===== src/rtl/fracn_mash_pkg.sv =====
package fracn_mash_pkg;
   // width of the recombined signed step (-3..+4 fits in 4 bits)
   localparam int STEP_W    = 4;
   localparam int MAX_ORDER = 3;
   localparam int STEP_LO   = -3;
   localparam int STEP_HI   = 4;

   typedef logic signed [STEP_W-1:0] mash_step_t;
endpackage


===== src/rtl/mash_acc_stage.sv =====
// One first-order error-feedback accumulator: wraps modulo 2^W and
// reports the wrap as a carry in the same cycle.
module mash_acc_stage #(
   parameter int W = 16
) (
   input  logic         clk,
   input  logic         rst,
   input  logic [W-1:0] addend,
   output logic         carry_o,
   output logic [W-1:0] sum_o,
   output logic [W-1:0] acc_o
);
   logic [W:0]   total;
   logic [W-1:0] acc_q;

   assign total = {1'b0, acc_q} + {1'b0, addend};

   always_ff @(posedge clk) begin
      if (rst) acc_q <= '0;
      else     acc_q <= total[W-1:0];
   end

   assign carry_o = total[W];
   assign sum_o   = total[W-1:0];
   assign acc_o   = acc_q;
endmodule


===== src/rtl/mash_noise_comb.sv =====
// Recombines the stage carries so that earlier-stage error cancels:
// c1 + diff(c2) + diff2(c3), truncated to the configured order.
module mash_noise_comb
   import fracn_mash_pkg::*;
#(
   parameter int ORDER = 3
) (
   input  logic             clk,
   input  logic             rst,
   input  logic [ORDER-1:0] carries,
   output mash_step_t       step_o
);
   function automatic mash_step_t as_step(input logic b);
      return mash_step_t'({{(STEP_W-1){1'b0}}, b});
   endfunction

   if (ORDER == 1) begin : g_ord1
      assign step_o = as_step(carries[0]);
   end else if (ORDER == 2) begin : g_ord2
      logic c2_d;
      always_ff @(posedge clk) begin
         if (rst) c2_d <= 1'b0;
         else     c2_d <= carries[1];
      end
      assign step_o = as_step(carries[0]) + as_step(carries[1]) - as_step(c2_d);
   end else begin : g_ord3
      logic c2_d, c3_d, c3_dd;
      always_ff @(posedge clk) begin
         if (rst) begin
            c2_d  <= 1'b0;
            c3_d  <= 1'b0;
            c3_dd <= 1'b0;
         end else begin
            c2_d  <= carries[1];
            c3_d  <= carries[2];
            c3_dd <= c3_d;
         end
      end
      assign step_o = as_step(carries[0])
                    + as_step(carries[1]) - as_step(c2_d)
                    + as_step(carries[2]) - (as_step(c3_d) <<< 1) + as_step(c3_dd);
   end
endmodule


===== src/rtl/fracn_mash_ctrl.sv =====
module fracn_mash_ctrl
   import fracn_mash_pkg::*;
#(
   parameter int INT_W    = 7,
   parameter int FRAC_W   = 16,
   parameter int ORDER    = 3,
   parameter int DIV_MIN  = 64,
   parameter int DIV_MAX  = 78,
   parameter bit CLAMP_EN = 1'b1
) (
   input  logic              clk,
   input  logic              rst,
   input  logic [INT_W-1:0]  int_part,
   input  logic [FRAC_W-1:0] frac_word,
   output logic [INT_W-1:0]  div_value,
   output logic              carry1,
   output logic [FRAC_W-1:0] residue
);
   localparam int RAW_W = INT_W + 2;

   // elaboration-time parameter checks
   if (ORDER < 1 || ORDER > MAX_ORDER) begin : g_bad_order
      $error("fracn_mash_ctrl: ORDER must be 1..%0d", MAX_ORDER);
   end
   if (DIV_MIN > DIV_MAX) begin : g_bad_range
      $error("fracn_mash_ctrl: DIV_MIN exceeds DIV_MAX");
   end
   if (DIV_MAX >= (1 << INT_W) || DIV_MIN < 0) begin : g_bad_width
      $error("fracn_mash_ctrl: divide bounds do not fit INT_W");
   end
   if (RAW_W <= STEP_W) begin : g_bad_int_w
      $error("fracn_mash_ctrl: INT_W too small");
   end

   logic [FRAC_W-1:0] st_sum [ORDER];
   logic [FRAC_W-1:0] st_acc [ORDER];
   logic [ORDER-1:0]  st_carry;

   for (genvar k = 0; k < ORDER; k++) begin : g_stage
      logic [FRAC_W-1:0] addend;
      if (k == 0) begin : g_head
         assign addend = frac_word;
      end else begin : g_tail
         assign addend = st_sum[k-1];
      end
      mash_acc_stage #(.W(FRAC_W)) u_acc (
         .clk     (clk),
         .rst     (rst),
         .addend  (addend),
         .carry_o (st_carry[k]),
         .sum_o   (st_sum[k]),
         .acc_o   (st_acc[k])
      );
   end

   mash_step_t step_next;
   mash_step_t step_q;
   logic       c1_q;

   mash_noise_comb #(.ORDER(ORDER)) u_comb (
      .clk     (clk),
      .rst     (rst),
      .carries (st_carry),
      .step_o  (step_next)
   );

   always_ff @(posedge clk) begin
      if (rst) begin
         step_q <= '0;
         c1_q   <= 1'b0;
      end else begin
         step_q <= step_next;
         c1_q   <= st_carry[0];
      end
   end

   assign carry1  = c1_q;
   assign residue = st_acc[0];

   logic signed [RAW_W-1:0] step_ext;
   logic signed [RAW_W-1:0] raw_div;

   assign step_ext = RAW_W'(step_q);
   assign raw_div  = $signed({2'b00, int_part}) + step_ext;

   if (CLAMP_EN) begin : g_clamp
      localparam logic signed [RAW_W-1:0] LO = RAW_W'(DIV_MIN);
      localparam logic signed [RAW_W-1:0] HI = RAW_W'(DIV_MAX);
      always_comb begin
         if (raw_div < LO)      div_value = LO[INT_W-1:0];
         else if (raw_div > HI) div_value = HI[INT_W-1:0];
         else                   div_value = raw_div[INT_W-1:0];
      end
   end else begin : g_wrap
      assign div_value = raw_div[INT_W-1:0];
   end
endmodule


===== config.mk =====
export PLATFORM = sky130hd
export DESIGN_NAME = fracn_mash_ctrl
export DESIGN_NICKNAME = d
export VERILOG_FILES = /design/src/rtl/fracn_mash_pkg.sv /design/src/rtl/mash_acc_stage.sv /design/src/rtl/mash_noise_comb.sv /design/src/rtl/fracn_mash_ctrl.sv
export SDC_FILE = /design/constraint.sdc
export NUM_CORES = 1
export LEC_CHECK = 0
export ABC_AREA = 0
export BUFFER_PORTS_ARGS = -buffer_cell sky130_fd_sc_hd__clkbuf_2
export CORE_MARGIN = 1.5
export CORE_UTILIZATION = 35
export CTS_CLUSTER_SIZE = 14
export DETAILED_ROUTE_END_ITERATION = 16
export HOLD_SLACK_MARGIN = 0.02
export PLACE_DENSITY = 0.63
export RECOVER_POWER = 100
export SKIP_CTS_REPAIR_TIMING = 1
export SLEW_MARGIN = 30
export SYNTH_ARGS = -nofsm -noshare
export SYNTH_HDL_FRONTEND = slang
export SYNTH_SLANG_ARGS = --single-unit

===== constraint.sdc =====
create_clock -name clk -period 15.6 [get_ports clk]
set_clock_uncertainty 0.05 [all_clocks]
set_input_delay 2.34 -clock clk [delete_from_list [all_inputs] [get_ports clk]]
set_output_delay 2.34 -clock clk [all_outputs]
set_load 0.01 [all_outputs]

==> metrics <==
# rows 40; clk_lat worst skew around 0.30 ns; final WL 8760 microns; critical path data required time 15.63 ns; number of clock sinks 56; CP Class in -> reg; Die Area 12900 sq um; Residual DRC 0; actual slew at the worst max-slew pin 2.79 ns; PortBufs 45; top post-synthesis cells by area dfxtp_1 26%, ha_1 18%, nor2b_1 6.0%, xnor2_1 4.7%, a21oi_1 4.4%; vias per inst roughly 5.2; WHS Path Cells 2; Root Driver clkbuf_16; headroom to the max-slew limit -86.3%; global-route wire length before repair around 15000 microns; synth warn 0; CTS Buf Count 5; CP Launch Type input pin; 1st-iter DRT viols 189; HPWL Detailed slightly below 7000 microns; Synth top area share 26.2%; Mapped Area 4280 sq um; Max Fclk ~130 MHz; vias 3570; status finished, violations left; R2R depth 23; H-tree depth 2; FF-to-FF setup slack 9.67 ns; Die W around 110 microns; WL/cell 12.8 microns; Initial Utilization a little over a third; # nets final 632; grt total ovfl 0; HP Class reg -> reg; fin crit share roughly half; maxcap violations 1; dominant synthesized flop cell dfxtp_1; RSZ-0062 raised after global routing no; most frequent cells after synthesis 63 x ha_1, 56 x dfxtp_1, 49 x nor2_1; Post-DRT Antenna Nets 0; most numerous cell in the Yosys netlist ha_1; area grow syn2layout 10.9%; Distinct cells, synth 51; Antenna diodes 0; die height approximately 110 microns; Final Setup Violations 0; Max FO, Critical Path 6; largest net degree at the start of global routing 63; initial antenna violation count 0; total track usage 13.8%; maximum clock insertion buffer count 2; Post-synth EDFFs 0; Slew Viols, Final 63; async set-or-reset flop fraction in the synthesized netlist 0%; synthesized flop and latch total 56; setup tns final 0 ns; Filler cells 1237; sequential element share of the synthesized area 26.2%; core area ~12000 sq um; share of cells above drive strength 1 7.42%; cell taking the most area after synthesis dfxtp_1; IO Pins between 40 and 50; syn avg cell area 8.65 sq um; clk slew on worst S/H paths 0.07 ns; CTS tree yes; Hold Vio Cnt, Final 0; CP arrival about 7.8 ns; fin crit period 7.74 ns; failing checks capacitance limit, slew limit; Final GP Congestion 0.846; drt pass-1 iters 4; Post-Synthesis Cells 495; vias in the first global route 3333; CP Capture Type flop
-- final cells by class --
type	count	area, sq um	area share, %
clock inverter	3	26.3	0.554
tap	147	184	3.87
inverter	25	93.8	1.98
multi-input combinational	404	3000	63.1
timing repair buffer	46	201	4.24
clock buffer	5	125	2.64
sequential	56	1120	23.6
-- worst max-delay path, stage by stage --
cell and delay, ns:
clkbuf_1 0.09, ha_1 0.32, a211oi_1 0.39, o21a_1 0.25, nor2_1 0.10, a311o_1 0.40
xor2_1 0.31, ha_1 0.33, and2_0 0.20, and3_1 0.21, a221oi_1 0.39, xnor2_1 0.17
ha_1 0.41, nand4_1 0.12, o22ai_1 0.18, o21ai_0 0.14, a21o_1 0.18, ha_1 0.31
fa_1 0.39, inv_1 0.07, ha_1 0.13, inv_1 0.04, ha_1 0.26, nor2_1 0.04
-- state kept, by name, summed over array words and instances (netlist names) --
signal               cells
u_comb.g_ord3.c3_d       1
carry1                   1
g_stage.u_acc.acc_o     48
u_comb.g_ord3.c3_dd      1
u_comb.g_ord3.c2_d       1
step_q                   4
-- placed cells by master (no fill, tap or decap), types with 3 or more instances in the layout --
cell type	n
dfxtp_1	56
o22a_1	3
fa_1	6
xor2_1	9
nor2b_1	41
a21o_1	17
or3_1	3
o31a_1	3
o31ai_1	4
conb_1	3
o211ai_1	5
and2_1	5
clkbuf_16	5
nand2_1	13
xnor2_1	23
a31oi_1	7
nor2_1	49
and3_1	6
clkbuf_2	23
clkbuf_1	23
a21oi_1	38
nor3_1	7
a211oi_1	19
o22ai_1	3
o21a_1	6
o21bai_1	3
inv_1	25
mux2_2	6
ha_1	63
o21ai_0	33
-- worst paths after layout --
check | from | endpoint
max | frac_word[1] | step_q[2]
min | u_comb.g_ord3.c3_d | u_comb.g_ord3.c3_dd
max reg2reg | g_stage[0].u_acc.acc_o[1] | step_q[2]
min reg2reg | u_comb.g_ord3.c3_d | u_comb.g_ord3.c3_dd
-- through the flow --
stage	std cells	instance area, sq um	setup WS (ns)	util, %	hold WS (ns)
final	686	4750	7.86	39.7	0.423
after global routing	686	4750	7.35	39.7	0.465
after CTS	686	4800	8.01	40.1	0.431
after detailed placement	678	4650	7.71	38.9	0.420
after global placement	678	4650	7.85	38.9	0.417
after floorplan	496	4290	8.45	-	0.404
-- logic make-up (layout without fill, tap and decap cells) --
group,count (synthesis),after routing,share of synthesized area [%]
XOR/XNOR,32,32,6.55
AND/OR/NAND/NOR,139,139,16.9
adder cells (fa/ha/maj),69,69,21.2
buffers and inverters,36,79,3.42
multiplexers,7,7,1.93
AO/OA/AOI/OAI,154,154,23.7
flip-flops,56,56,26.2
other,2,3,0.175
-- metal layers --
layer	track usage, %	share of wire, %
met1	18.1	50
met2	22.9	46
met3	2.55	3.0
met4	4.58	1.4
met5	0	0
Power is not shown: default switching activity piles up to over one toggle a cycle in this logic, so the estimate is an artifact.
